<file path="config.mk">
export PLATFORM = sky130hd
export DESIGN_NAME = plane_pred16
export DESIGN_NICKNAME = d
export VERILOG_FILES = /design/src/rtl/plane_pkg.sv /design/src/rtl/plane_grad.sv /design/src/rtl/plane_lane.sv /design/src/rtl/plane_pred16.sv
export SDC_FILE = /design/constraint.sdc
export NUM_CORES = 2
export LEC_CHECK = 0
export BUFFER_PORTS_ARGS = -buffer_cell sky130_fd_sc_hd__buf_2
export CORE_UTILIZATION = 55
export DETAILED_ROUTE_END_ITERATION = 10
export PLACE_DENSITY = 0.8
export RECOVER_POWER = 100
export SYNTH_ARGS = -nofsm -noshare
export SYNTH_HDL_FRONTEND = slang
export SYNTH_SLANG_ARGS = --single-unit
</file>
<file path="constraint.sdc">
create_clock -name clk -period 8.93 [get_ports clk]
set_clock_uncertainty 0.1 [all_clocks]
set_input_delay 0.893 -clock clk [delete_from_list [all_inputs] [get_ports clk]]
set_output_delay 0.893 -clock clk [all_outputs]
set_load 0.1 [all_outputs]
</file>
<file path="src/rtl/plane_pkg.sv">
package plane_pkg;

  typedef enum logic [1:0] {
    PS_IDLE,
    PS_GRAD,
    PS_PARM,
    PS_RUN
  } pstate_e;

  // First column of a lane: lane index bit-reversed, scaled by the lane span.
  function automatic int seed_col(input int k, input int bits, input int span);
    int r;
    r = 0;
    for (int j = 0; j < bits; j++)
      if (((k >> j) & 1) != 0) r = r | (1 << (bits - 1 - j));
    return r * span;
  endfunction

endpackage

</file>
<file path="src/rtl/plane_grad.sv">
module plane_grad #(
  parameter int PIX_W  = 8,
  parameter int N      = 16,
  parameter int GRAD_W = 15
) (
  input  logic [N*PIX_W-1:0]       line,
  input  logic [PIX_W-1:0]         corner,
  output logic signed [GRAD_W-1:0] grad
);
  localparam int HALF = N / 2;

  // ext[0] is the corner, ext[j+1] is line pixel j
  logic [PIX_W-1:0] ext [N+1];

  always_comb begin
    ext[0] = corner;
    for (int j = 0; j < N; j++) ext[j+1] = line[j*PIX_W +: PIX_W];
  end

  always_comb begin
    logic signed [GRAD_W-1:0] diff;
    grad = '0;
    for (int i = 0; i < HALF; i++) begin
      diff = GRAD_W'($signed({1'b0, ext[HALF+1+i]}))
           - GRAD_W'($signed({1'b0, ext[HALF-1-i]}));
      grad = grad + diff * GRAD_W'(i + 1);
    end
  end
endmodule

</file>
<file path="src/rtl/plane_lane.sv">
module plane_lane #(
  parameter int PIX_W = 8,
  parameter int ACC_W = 20,
  parameter int FRAC  = 5
) (
  input  logic                    clk,
  input  logic                    rst_n,
  input  logic                    load,
  input  logic                    step,
  input  logic signed [ACC_W-1:0] seed_val,
  input  logic signed [ACC_W-1:0] inc,
  output logic [PIX_W-1:0]        pix
);
  localparam logic signed [ACC_W-1:0] MAXV = ACC_W'((1 << PIX_W) - 1);

  logic signed [ACC_W-1:0] acc_q;
  logic signed [ACC_W-1:0] scaled;

  always_ff @(posedge clk) begin
    if (!rst_n)    acc_q <= '0;
    else if (load) acc_q <= seed_val;
    else if (step) acc_q <= acc_q + inc;
  end

  always_comb begin
    scaled = acc_q >>> FRAC;
    if (scaled < 0)         pix = '0;
    else if (scaled > MAXV) pix = '1;
    else                    pix = scaled[PIX_W-1:0];
  end
endmodule

</file>
<file path="src/rtl/plane_pred16.sv">
module plane_pred16
  import plane_pkg::*;
#(
  parameter int PIX_W = 8,
  parameter int LANES = 4,
  parameter int ACC_W = 20
) (
  input  logic                     clk,
  input  logic                     rst_n,
  input  logic                     start,
  input  logic [16*PIX_W-1:0]      top_px,
  input  logic [16*PIX_W-1:0]      left_px,
  input  logic [PIX_W-1:0]         corner_px,
  output logic                     out_valid,
  input  logic                     out_ready,
  output logic [LANES*PIX_W-1:0]   out_pix,
  output logic [3:0]               out_row,
  output logic [3:0]               out_col,
  output logic                     done
);
  localparam int N         = 16;
  localparam int HALF      = N / 2;
  localparam int STEPS     = N / LANES;
  localparam int STEP_W    = (STEPS > 1) ? $clog2(STEPS) : 1;
  localparam int LANE_BITS = $clog2(LANES);
  localparam int GRAD_W    = PIX_W + 7;
  localparam int FRAC      = 5;
  localparam logic [3:0]        ROW_LAST = 4'(N - 1);
  localparam logic [STEP_W-1:0] COL_LAST = STEP_W'(STEPS - 1);
  localparam logic signed [ACC_W-1:0] K_GAIN = 5;
  localparam logic signed [ACC_W-1:0] K_RBC  = 32;
  localparam logic signed [ACC_W-1:0] K_RND  = 16;
  localparam logic signed [ACC_W-1:0] K_OFF  = ACC_W'(HALF - 1);

  pstate_e                 st_q;
  logic [N*PIX_W-1:0]      top_q, left_q;
  logic [PIX_W-1:0]        corner_q;
  logic signed [GRAD_W-1:0] h_q, v_q, h_n, v_n;
  logic signed [ACC_W-1:0] b_q, c_q, base_q;
  logic [3:0]              row_q;
  logic [STEP_W-1:0]       col_q;
  logic                    done_q;

  // Gradient sums over the captured lines
  plane_grad #(.PIX_W(PIX_W), .N(N), .GRAD_W(GRAD_W)) u_grad_h (
    .line(top_q), .corner(corner_q), .grad(h_n));
  plane_grad #(.PIX_W(PIX_W), .N(N), .GRAD_W(GRAD_W)) u_grad_v (
    .line(left_q), .corner(corner_q), .grad(v_n));

  // Slopes, offset and the seed of row 0 column 0 (rounding folded in)
  logic signed [ACC_W-1:0] hx, vx, b_n, c_n, a_n, base0;
  logic [PIX_W:0]          edge_sum;

  always_comb begin
    hx       = {{(ACC_W-GRAD_W){h_q[GRAD_W-1]}}, h_q};
    vx       = {{(ACC_W-GRAD_W){v_q[GRAD_W-1]}}, v_q};
    b_n      = (hx * K_GAIN + K_RBC) >>> 6;
    c_n      = (vx * K_GAIN + K_RBC) >>> 6;
    edge_sum = {1'b0, left_q[(N-1)*PIX_W +: PIX_W]} + {1'b0, top_q[(N-1)*PIX_W +: PIX_W]};
    a_n      = {{(ACC_W-PIX_W-5){1'b0}}, edge_sum, 4'b0000};
    base0    = a_n + K_RND - K_OFF * b_n - K_OFF * c_n;
  end

  logic fire, last_col, last_row, lane_load, lane_step;
  logic signed [ACC_W-1:0] base_sel, b_sel;

  assign fire      = (st_q == PS_RUN) && out_ready;
  assign last_col  = (col_q == COL_LAST);
  assign last_row  = (row_q == ROW_LAST);
  assign base_sel  = (st_q == PS_PARM) ? base0 : base_q + c_q;
  assign b_sel     = (st_q == PS_PARM) ? b_n : b_q;
  assign lane_load = (st_q == PS_PARM) || (fire && last_col && !last_row);
  assign lane_step = fire && !last_col;

  for (genvar k = 0; k < LANES; k++) begin : g_lane
    localparam int SEED = seed_col(k, LANE_BITS, STEPS);
    localparam logic signed [ACC_W-1:0] SEED_S = ACC_W'(SEED);
    logic signed [ACC_W-1:0] seed_val;
    assign seed_val = base_sel + SEED_S * b_sel;

    plane_lane #(.PIX_W(PIX_W), .ACC_W(ACC_W), .FRAC(FRAC)) u_lane (
      .clk(clk), .rst_n(rst_n), .load(lane_load), .step(lane_step),
      .seed_val(seed_val), .inc(b_q), .pix(out_pix[k*PIX_W +: PIX_W]));
  end

  always_ff @(posedge clk) begin
    if (!rst_n) begin
      st_q     <= PS_IDLE;
      top_q    <= '0;
      left_q   <= '0;
      corner_q <= '0;
      h_q      <= '0;
      v_q      <= '0;
      b_q      <= '0;
      c_q      <= '0;
      base_q   <= '0;
      row_q    <= '0;
      col_q    <= '0;
      done_q   <= 1'b0;
    end else begin
      done_q <= 1'b0;
      case (st_q)
        PS_IDLE: if (start) begin
          top_q    <= top_px;
          left_q   <= left_px;
          corner_q <= corner_px;
          st_q     <= PS_GRAD;
        end
        PS_GRAD: begin
          h_q  <= h_n;
          v_q  <= v_n;
          st_q <= PS_PARM;
        end
        PS_PARM: begin
          b_q    <= b_n;
          c_q    <= c_n;
          base_q <= base0;
          row_q  <= '0;
          col_q  <= '0;
          st_q   <= PS_RUN;
        end
        PS_RUN: if (out_ready) begin
          if (!last_col) begin
            col_q <= col_q + 1'b1;
          end else begin
            col_q <= '0;
            if (last_row) begin
              st_q   <= PS_IDLE;
              done_q <= 1'b1;
            end else begin
              row_q  <= row_q + 4'd1;
              base_q <= base_q + c_q;
            end
          end
        end
        default: st_q <= PS_IDLE;
      endcase
    end
  end

  assign out_valid = (st_q == PS_RUN);
  assign out_row   = row_q;
  assign out_col   = {{(4-STEP_W){1'b0}}, col_q};
  assign done      = done_q;
endmodule

</file>
==> flow_summary.yaml <==
status:
  status: "finished, violations left"
  violations: "DRC, capacitance limit, slew limit"
yosys:
  synth_warnings: 0
  synth_top_area_share: 0.2062
  synth_area_leader_cell: "dfxtp_1"
  synth_seq_area_share: 0.2062
  netlist-cell-type-count: 85
  synthArstFlopShare: 0
  yosysMostFrequentCell: "nand2_1"
  ys.flop_type: "dfxtp_1"
  netlist_area_um2: 40770
  synth_area_per_cell_um2: 8.311
  ys_top_cells_by_area: "dfxtp_1 21%, ha_1 18%, fa_1 15%, nand2_1 6.4%, a21oi_1 6.3%"
  ys_ff_latch: 420
  synth_edf_count: 0
  syn-instance-count: 4905
  synth_common_cells: "695 x nand2_1, 650 x inv_1, 590 x ha_1"
floorplan:
  core-area_um2: 73210
  start_util: 0.5569
  die-area_um2: 75220
  dieWidth_um: 274.3
  std_cell_rows: 99
  die_h_um: 274.3
  io_pins: 310
global_routing:
  grtUsageTotal: 0.2694
  grt_max_degree: 232
  antenna_found_initial: 3
  grt_pass1_vias: 33487
  grt_pass1_wl_um: 164100
  grt_overflow_total: 0
final_layout:
  insertedDiodeCount: 0
  drive_gt1_frac: 0.1323
  multi_input_area_um2: 30060
  final_nets: 6401
  finish.utilization: 0.6357
  fillers: 5945
  syn_to_final_growth_pct: 14.16
  finalNonFillerCells: 6236
  seqCellArea_um2: 8414
detailed_routing:
  drc: 26
  via_per_inst: 5.583
  dr.pass1.iters: 9
  wl_per_cell_um: 16.83
  drt-total-wl_um: 105000
  vias: 34814
  drt_iter0_drc: 2275
  drt.antenna.violating_nets: 0
sta:
  setup_slack_ns: 0.02552
  rsz0062_at_grt: "yes"
  period_needed_ns: 8.904
  fmax_mhz: 112.3
  worstMarginPinSlew_ns: 2.989
  drv_slew: 154
  min_period_over_period: 0.9971
  relSlewSlack: -0.9973
  setup-tns-final_ns: 0
  setup_viol: 0
  hold_viol: 0
placed_design:
  io_buffer_count: 291
  pre_cts_ws_ns: -0.2839
  dp_hpwl_um: 81200
  gp_congestion: 0.9251
  dp_cells: 6117
critical_path:
  arrival_ns: 9.35
  crit_path_max_incr_delay_ns: 0.54
  critPathMaxFanout: 3
  path_buf_inv: 9
  cpMaxStageDelayCell: "fa_1"
  critPathKind: "reg -> reg"
  cp.required_ns: 9.37
  setup.worst_path.end_class: "flop"
  worst_path_most_repeated_cell: "buf_4"
  crit_family: "adder cells"
  startpoint_type: "flop"
clocking:
  clk_path_buf_depth: 3
  htree_num_levels: 2
  cts-root-buf: "clkbuf_16"
  clkSlewWorstSetupHoldPaths_ns: 0.06
  cts_tree: "done"
  cts_sinks: 420
  insertion_delay_ns: 0.63
  cts_buffers: 49
worst_hold_path:
  holdCritPathClass: "reg -> reg"
run:
  cap_viol_max_count: 3
flip-flops by register name (all words and copies together) (netlist names):
name / cells
left_q: 120
top_q: 120
g_lane.u_lane.acc_q: 80
base_q: 20
b_q: 19
h_q: 15
v_q: 15
c_q: 14
corner_q: 8
out_row: 4
col_q: 2
st_q: 2
done: 1
path summary, 6_finish.rpt:
path,startpoint,end,slack (ns),cells past startpoint
worst max-delay path,v_q[4],g_lane[1].u_lane.acc_q[19],0.03,41
worst min-delay path,left_q[17],left_q[17],0.35,2
worst min register to register,left_q[17],left_q[17],0.35,2
worst max register to register,v_q[4],g_lane[1].u_lane.acc_q[19],0.03,41
logic make-up (layout without fill, tap and decap cells):
family,after synthesis,count (layout),share of synthesized area
adder cells (fa/ha/maj),897,897,0.3318
AND/OR/NAND/NOR,1281,1281,0.1330
multiplexers,70,70,0.01811
buffers and inverters,810,1181,0.07476
AO/OA/AOI/OAI,1099,1099,0.1654
other,1,2,0.00009198
XOR/XNOR,327,327,0.07059
flip-flops,420,420,0.2062
routing by layer:
| metal | global-route usage | routed length (µm) | up-vias |
|---|---|---|---|
| met5 | 0 | 44 | - |
| met3 | 0.03039 | 5686 | 220 |
| met1 | 0.3440 | 44230 | 16635 |
| met2 | 0.4660 | 50930 | 987 |
| li1 | - | - | 16966 |
| met4 | 0.1013 | 4066 | 6 |
cell type report:
type                    instances  area share
clock buffers                  62     0.02933
clock inverters                30    0.009813
inverters                     651     0.05267
multi-input cells            3676      0.6459
flip-flops and latches        420      0.1808
well taps                     959     0.02578
repair buffers                438     0.05573
stage by stage:
| stage | cell area (µm²) | hold slack (ns) |
|---|---|---|
| floorplan | 40770 | 0.3356 |
| global placement | 43780 | 0.3429 |
| global route | 46540 | 0.3713 |
| CTS | 45820 | 0.3549 |
| detailed placement | 43780 | 0.3467 |
| finish | 46540 | 0.3539 |
tightest hold or removal path, stage by stage, from the launching register on:
cell and delay [ns]:
dfxtp_1 0.30, nand2_1 0.05, a21oi_1 0.05
what timing repair did:
action	in CTS	in global routing
buffers inserted	16	14
hold buffers	0	0
endpoints found under the setup margin	10	22
pin swaps	11	89
resized for setup	19	137
endpoints found under the hold margin	0	0
placed cells by master (no fill, tap or decap), types with 16 or more instances in the layout:
cell,Yosys,final
nand2_1,695,691
a211oi_1,59,56
inv_1,650,643
nand3_1,42,42
nor2_1,300,288
a21oi_1,516,502
clkbuf_16,0,49
and3_1,26,25
a21o_1,105,105
o211ai_1,30,30
dfxtp_1,420,417
nand2b_1,35,35
o21bai_1,63,62
mux2i_1,49,48
mux2_2,20,16
buf_2,0,290
xor2_1,114,110
ha_1,590,566
or3_1,26,25
o21a_1,28,28
nor2b_1,23,22
xnor2_1,212,200
nor3_1,63,57
buf_4,2,138
o21ai_0,167,153
and2_1,26,25
fa_1,307,306
Power is left out: the tool's default activity adds up to more than one toggle a clock period on the data nets, which glitch-free logic cannot reach.
